`src/rtl/shf_pkg.sv`:
```
package shf_pkg;

  typedef enum logic [1:0] {
    SK_LSL = 2'b00,
    SK_LSR = 2'b01,
    SK_ASR = 2'b10,
    SK_ROR = 2'b11
  } shift_kind_e;

  function automatic logic kind_is_left(input shift_kind_e k);
    return k == SK_LSL;
  endfunction

endpackage

```
`src/rtl/shf_amount_decode.sv`:
```
module shf_amount_decode
  import shf_pkg::*;
#(
  parameter int DATA_W    = 32,
  parameter int REG_AMT_W = 8,
  localparam int CNT_W    = $clog2(DATA_W)
) (
  input  shift_kind_e            kind,
  input  logic [REG_AMT_W-1:0]   amt_raw,
  input  logic                   from_imm,
  output logic                   pass_thru,
  output logic                   rrx,
  output logic                   full,
  output logic                   beyond,
  output logic [CNT_W-1:0]       low
);

  localparam logic [REG_AMT_W-1:0] WORD_AMT = REG_AMT_W'(DATA_W);

  logic [CNT_W-1:0]     imm_field;
  logic [REG_AMT_W-1:0] eff;

  always_comb begin
    imm_field = amt_raw[CNT_W-1:0];
    pass_thru = 1'b0;
    rrx       = 1'b0;
    eff       = '0;
    if (from_imm) begin
      if (imm_field == '0) begin
        unique case (kind)
          SK_LSL:         pass_thru = 1'b1;
          SK_LSR, SK_ASR: eff = WORD_AMT;
          SK_ROR:         rrx = 1'b1;
          default:        pass_thru = 1'b1;
        endcase
      end else begin
        eff = REG_AMT_W'(imm_field);
      end
    end else begin
      eff       = amt_raw;
      pass_thru = (amt_raw == '0);
    end
    full   = (eff == WORD_AMT);
    beyond = (eff > WORD_AMT);
    low    = eff[CNT_W-1:0];
  end

  always_comb begin
    p_zero_modes_excl_r8: assert ($onehot0({pass_thru, rrx, full, beyond}) || (!pass_thru && !rrx))
      else $error("zero-amount modes overlap");
    p_rrx_only_imm_ror_r7: assert (!rrx || (from_imm && kind == SK_ROR))
      else $error("rrx selected outside immediate rotate");
    p_imm_never_beyond_r4: assert (!(from_imm && beyond))
      else $error("immediate amount decoded above word width");
  end

endmodule

```
`src/rtl/shf_rotator.sv`:
```
module shf_rotator #(
  parameter int DATA_W = 32,
  localparam int CNT_W = $clog2(DATA_W)
) (
  input  logic [DATA_W-1:0] data_in,
  input  logic [CNT_W-1:0]  rot_amt,
  output logic [DATA_W-1:0] data_out
);

  logic [DATA_W-1:0] stg [CNT_W+1];

  assign stg[0] = data_in;

  for (genvar s = 0; s < CNT_W; s++) begin : g_stage
    localparam int K = 1 << s;
    assign stg[s+1] = rot_amt[s] ? {stg[s][K-1:0], stg[s][DATA_W-1:K]} : stg[s];
  end

  assign data_out = stg[CNT_W];

  always_comb begin
    p_rot_keeps_ones_r6: assert ($countones(data_out) == $countones(data_in))
      else $error("rotator lost or gained bits");
  end

endmodule

```
`src/rtl/shf_mask_gen.sv`:
```
module shf_mask_gen #(
  parameter int DATA_W = 32,
  localparam int CNT_W = $clog2(DATA_W)
) (
  input  logic [CNT_W-1:0]  n,
  input  logic              left,
  output logic [DATA_W-1:0] keep
);

  localparam logic [DATA_W-1:0] ONES = {DATA_W{1'b1}};

  function automatic logic [DATA_W-1:0] keep_mask(input logic [CNT_W-1:0] k, input logic to_left);
    return to_left ? (ONES << k) : (ONES >> k);
  endfunction

  assign keep = keep_mask(n, left);

  always_comb begin
    p_mask_width_r3: assert ($countones(keep) == DATA_W - int'(n))
      else $error("mask width does not match shift amount");
  end

endmodule

```
`src/rtl/barrel_carry_shifter.sv`:
```
module barrel_carry_shifter
  import shf_pkg::*;
#(
  parameter int DATA_W    = 32,
  parameter int REG_AMT_W = 8,
  localparam int CNT_W    = $clog2(DATA_W)
) (
  input  logic [DATA_W-1:0]    op_in,
  input  logic [REG_AMT_W-1:0] amt_in,
  input  logic [1:0]           kind_in,
  input  logic                 from_imm_in,
  input  logic                 carry_in,
  output logic [DATA_W-1:0]    result_out,
  output logic                 carry_out
);

  shift_kind_e       kind;
  logic              pass_thru, rrx, full, beyond;
  logic [CNT_W-1:0]  low;
  logic [CNT_W-1:0]  rot_amt;
  logic [DATA_W-1:0] rotated;
  logic [DATA_W-1:0] keep;
  logic              is_left;
  logic              sign;

  assign kind    = shift_kind_e'(kind_in);
  assign is_left = kind_is_left(kind);
  assign sign    = op_in[DATA_W-1];
  assign rot_amt = is_left ? (CNT_W'(0) - low) : low;

  shf_amount_decode #(.DATA_W(DATA_W), .REG_AMT_W(REG_AMT_W)) u_decode (
    .kind      (kind),
    .amt_raw   (amt_in),
    .from_imm  (from_imm_in),
    .pass_thru (pass_thru),
    .rrx       (rrx),
    .full      (full),
    .beyond    (beyond),
    .low       (low)
  );

  shf_rotator #(.DATA_W(DATA_W)) u_rotator (
    .data_in  (op_in),
    .rot_amt  (rot_amt),
    .data_out (rotated)
  );

  shf_mask_gen #(.DATA_W(DATA_W)) u_mask (
    .n    (low),
    .left (is_left),
    .keep (keep)
  );

  always_comb begin
    result_out = op_in;
    carry_out  = carry_in;
    if (pass_thru) begin
      result_out = op_in;
      carry_out  = carry_in;
    end else if (rrx) begin
      result_out = {carry_in, op_in[DATA_W-1:1]};
      carry_out  = op_in[0];
    end else begin
      unique case (kind)
        SK_LSL: begin
          if (beyond) begin
            result_out = '0;
            carry_out  = 1'b0;
          end else if (full) begin
            result_out = '0;
            carry_out  = op_in[0];
          end else begin
            result_out = rotated & keep;
            carry_out  = rotated[0];
          end
        end
        SK_LSR: begin
          if (beyond) begin
            result_out = '0;
            carry_out  = 1'b0;
          end else if (full) begin
            result_out = '0;
            carry_out  = sign;
          end else begin
            result_out = rotated & keep;
            carry_out  = rotated[DATA_W-1];
          end
        end
        SK_ASR: begin
          if (beyond || full) begin
            result_out = {DATA_W{sign}};
            carry_out  = sign;
          end else begin
            result_out = (rotated & keep) | (~keep & {DATA_W{sign}});
            carry_out  = rotated[DATA_W-1];
          end
        end
        SK_ROR: begin
          if (low == '0) begin
            result_out = op_in;
            carry_out  = sign;
          end else begin
            result_out = rotated;
            carry_out  = rotated[DATA_W-1];
          end
        end
        default: begin
          result_out = op_in;
          carry_out  = carry_in;
        end
      endcase
    end
  end

  always_comb begin
    p_lsl_low_bit_clear_r1: assert (!(kind == SK_LSL && !pass_thru) || !result_out[0])
      else $error("left shift left bit 0 set");
    p_lsl_far_zero_r2: assert (!(kind == SK_LSL && beyond) || (result_out == '0 && !carry_out))
      else $error("left shift beyond width not cleared");
    p_lsr_top_clear_r3: assert (!(kind == SK_LSR && !pass_thru) || !result_out[DATA_W-1])
      else $error("logical right shift kept top bit");
    p_lsr_full_carry_r4: assert (!(kind == SK_LSR && full && !pass_thru) || carry_out == op_in[DATA_W-1])
      else $error("shift by width lost top bit in carry");
    p_asr_sign_kept_r5: assert (!(kind == SK_ASR && !pass_thru) || result_out[DATA_W-1] == op_in[DATA_W-1])
      else $error("arithmetic right shift changed sign");
    p_ror_carry_top_r6: assert (!(kind == SK_ROR && !pass_thru && !rrx) || carry_out == result_out[DATA_W-1])
      else $error("rotate carry differs from result top bit");
    p_rrx_body_r7: assert (!rrx || (result_out[DATA_W-2:0] == op_in[DATA_W-1:1] && carry_out == op_in[0]))
      else $error("one-bit rotate through carry wrong");
    p_pass_unchanged_r8: assert (!pass_thru || (result_out == op_in && carry_out == carry_in))
      else $error("zero amount altered operand or carry");
  end

endmodule

```
`config.mk`:
```
export PLATFORM = sky130hd
export DESIGN_NAME = barrel_carry_shifter
export DESIGN_NICKNAME = d
export VERILOG_FILES = /design/src/rtl/shf_pkg.sv /design/src/rtl/shf_amount_decode.sv /design/src/rtl/shf_rotator.sv /design/src/rtl/shf_mask_gen.sv /design/src/rtl/barrel_carry_shifter.sv
export SDC_FILE = /design/constraint.sdc
export NUM_CORES = 1
export LEC_CHECK = 0
export BUFFER_PORTS_ARGS = -buffer_cell sky130_fd_sc_hd__buf_4
export CAP_MARGIN = 25
export CORE_ASPECT_RATIO = 1.75
export CORE_UTILIZATION = 25
export DETAILED_ROUTE_END_ITERATION = 8
export MAX_ROUTING_LAYER = met4
export PLACE_DENSITY_LB_ADDON = 0.2
export SLEW_MARGIN = 30
export SYNTH_ARGS = -nofsm -noshare
export SYNTH_HDL_FRONTEND = slang
export SYNTH_SLANG_ARGS = --single-unit
```
`constraint.sdc`:
```
create_clock -name vclk -period 4.6
set_clock_uncertainty 0.15 [all_clocks]
set_input_delay 0.46 -clock vclk [all_inputs]
set_output_delay 0.46 -clock vclk [all_outputs]
set_load 0.02 [all_outputs]
```
==> flow_metrics.env <==
export IMPL_outcome="complete, no violations"
export IMPL_fp_dieW_um=106
export IMPL_cts_setup_buffers=0
export IMPL_start_util=0.256
export IMPL_ant_nets=0
export IMPL_grt_pass1_vias=5778
export IMPL_first_pass_iters=5
export IMPL_hold_violations=0
export IMPL_final_common_cell="buf_4"
export IMPL_tightest_slew_ps=816
export IMPL_mostFrequentLayoutCells="buf_4 (106), mux2i_1 (84), o21ai_0 (74), a21oi_1 (74), nand2_1 (67)"
export IMPL_drive_above_1_share=0.230
export IMPL_antenna_cells=0
export IMPL_synth_distinct_cells=58
export IMPL_grt_util_all_layers=0.244
export IMPL_syn_num_nets=752
export IMPL_max_slew_margin_rel=0.453
export IMPL_hpwl_um=18800
export IMPL_syn_inst=698
export IMPL_viasPerCell=6.07
export IMPL_globalRoute_totalOverflow=0
export IMPL_cp_arrival_ps=3590
export IMPL_seq_cells=0
export IMPL_drv_slew=0
export IMPL_vias=5871
export IMPL_hold_path_startpoint="op_in[3]"
export IMPL_critPathKind="input pin to primary output"
export IMPL_die_area_um2=19600
export IMPL_end_kind="primary output"
export IMPL_rsz0062_at_grt="no"
export IMPL_portBuffers=77
export IMPL_setup_viol_count_final=0
export IMPL_nNetsFinal=786
export IMPL_drt_initial_drc_count=468
export IMPL_min_path_cells=4
export IMPL_max_freq_mhz=238
export IMPL_crit_chain="buf_4, inv_1, ha_1, inv_1, nor3_1, ha_1, mux2_2, nor2_1, a211oi_1, or3_1, a31oi_1, o22ai_1, or2_1, buf_4"
export IMPL_drc=0
export IMPL_num_io_pins=77
export IMPL_worstPathRequired_ps=3990
export IMPL_cts_hold_buf=0
export IMPL_hold_slack_ps=1210
export IMPL_ys_seq_area_frac=0
export IMPL_cp_slowest_cell="mux2_2"
export IMPL_ir_worst_vdd_v=0.0000570
export IMPL_globalplace_congestion=0.967
export IMPL_cpLargestDelayFamily="simple AND/OR/NAND/NOR gates"
export IMPL_yosysTopAreaCell="mux2i_1"
export IMPL_cp_start_kind="input pin"
export IMPL_yosysWarnings=0
export IMPL_cap_violations=0
export IMPL_core_um2=18600
export IMPL_power_leakage_nw=2.27
export IMPL_fillers=2069
export IMPL_synthesis_area_um2=4760
export IMPL_fin_area_um2=5480
export IMPL_n_clock_buffer=0
export IMPL_std_cell_rows=66
export IMPL_regArea_um2=0
export IMPL_fin_crit_ps=4200
export IMPL_synthDominantCellAreaShare=0.177
export IMPL_postRouteWirelength_um=24000
export IMPL_grt_pass1_wl_um=35400
export IMPL_place_area_um2=5480
export IMPL_avgRoutedWirePerCell_um=24.8
export IMPL_avgSynthCellArea_um2=6.82
export IMPL_power_per_cell_area_nw_per_um2=164
export IMPL_area_growth_pct=15.2
export IMPL_cp_max_fo=17
export IMPL_die_y_um=185
export IMPL_synth_area_leaders="mux2i_1 (18%), mux2_2 (9.0%), a21oi_1 (7.8%)"
export IMPL_critPathBufInv=4
export IMPL_antenna_found_initial=0
export IMPL_min_path_type="input pin to primary output"
export IMPL_tns_ps=0
export IMPL_cts_resized=0
export IMPL_hold_end="result_out[3]"
export IMPL_finalCritPeriodShare=0.912
export IMPL_crit_path_max_incr_delay_ps=440
export IMPL_grt_max_degree=45
-- metrics by stage --
stage	worst slack (ps)	utilization	instances	power [mW]
final	403	0.295	968	0.900
after global routing	211	0.295	968	0.953
after CTS	462	0.295	968	0.887
after detailed placement	489	0.295	968	0.883
after global placement	459	0.295	968	0.889
after floorplan	719	-	698	0.573
-- report_power, final --
part	total (mW)	internal [mW]	leakage (nW)	switching (mW)
logic	0.900	0.356	2.27	0.544
clock network	0	0	0	0
registers	0	0	0	0
total	0.900	0.356	2.27	0.544
-- synth_stat cells, types with 2 or more instances --
library cell  number
a211oi_1          17
a21o_1             5
a21oi_1           74
a221o_1            6
a221oi_1           7
a22o_1             2
a22oi_1            7
a31oi_1           15
and2_1             5
and3_1             2
buf_1              5
buf_2             10
buf_4              9
buf_6             10
clkbuf_1          41
ha_1              10
inv_1             12
mux2_2            38
mux2i_1           84
mux2i_2            2
mux2i_4            2
mux4_2            12
nand2_1           67
nand2b_1           4
nand3_1            7
nor2_1            57
nor2b_1            5
nor3_1            35
nor3b_1            2
nor4_1             2
o211ai_1           3
o21a_1             6
o21ai_0           74
o221ai_1           3
o22a_1             2
o22ai_1            6
o31ai_1            3
or2_1              2
or3_1             26
-- cell families (layout without fill, tap and decap cells) --
family,after synthesis,after routing,synth area share
mux,140,140,0.346
buf+inv,88,120,0.0983
xor+xnor,2,2,0.00526
compound gates,241,241,0.312
fa+ha+maj,10,10,0.0263
simple gates,217,217,0.212
-- tightest hold or removal path, delay by kind of cell --
| kind | cells | cell delay (ps) |
|---|---|---|
| buffers and inverters | 2 | 290 |
| and+or+nand+nor | 2 | 160 |
-- cell type report --
class | count | area, um^2 | share of cell area
multi-input combinational | 610 | 4300 | 0.785
inverter | 12 | 45.0 | 0.00822
timing repair buffer | 108 | 836 | 0.152
tap | 238 | 298 | 0.0543
-- routing by layer --
layer | wire (um) | up-vias | part of all wire | GRT usage
met5 | 0 | - | 0 | -
met4 | 1850 | 0 | 0.077 | 0.154
met3 | 1110 | 81 | 0.046 | 0.0110
met2 | 12100 | 269 | 0.50 | 0.436
met1 | 8960 | 2833 | 0.37 | 0.263
li1 | - | 2688 | - | -
-- worst max path at each step --
| stage | startpoint | slack [ps] | cells past startpoint | end |
|---|---|---|---|---|
| 2_1_floorplan | amt_in[0] | 720 | 11 | result_out[30] |
| 3_3_place_gp | amt_in[1] | 460 | 14 | carry_out |
| 3_5_place_dp | amt_in[1] | 490 | 14 | carry_out |
| 4_1_cts | amt_in[1] | 460 | 14 | carry_out |
| 5_1_grt | amt_in[1] | 210 | 14 | carry_out |
| 6_report | amt_in[1] | 400 | 14 | carry_out |
No activity file was read; power rests on OpenSTA's default activity.
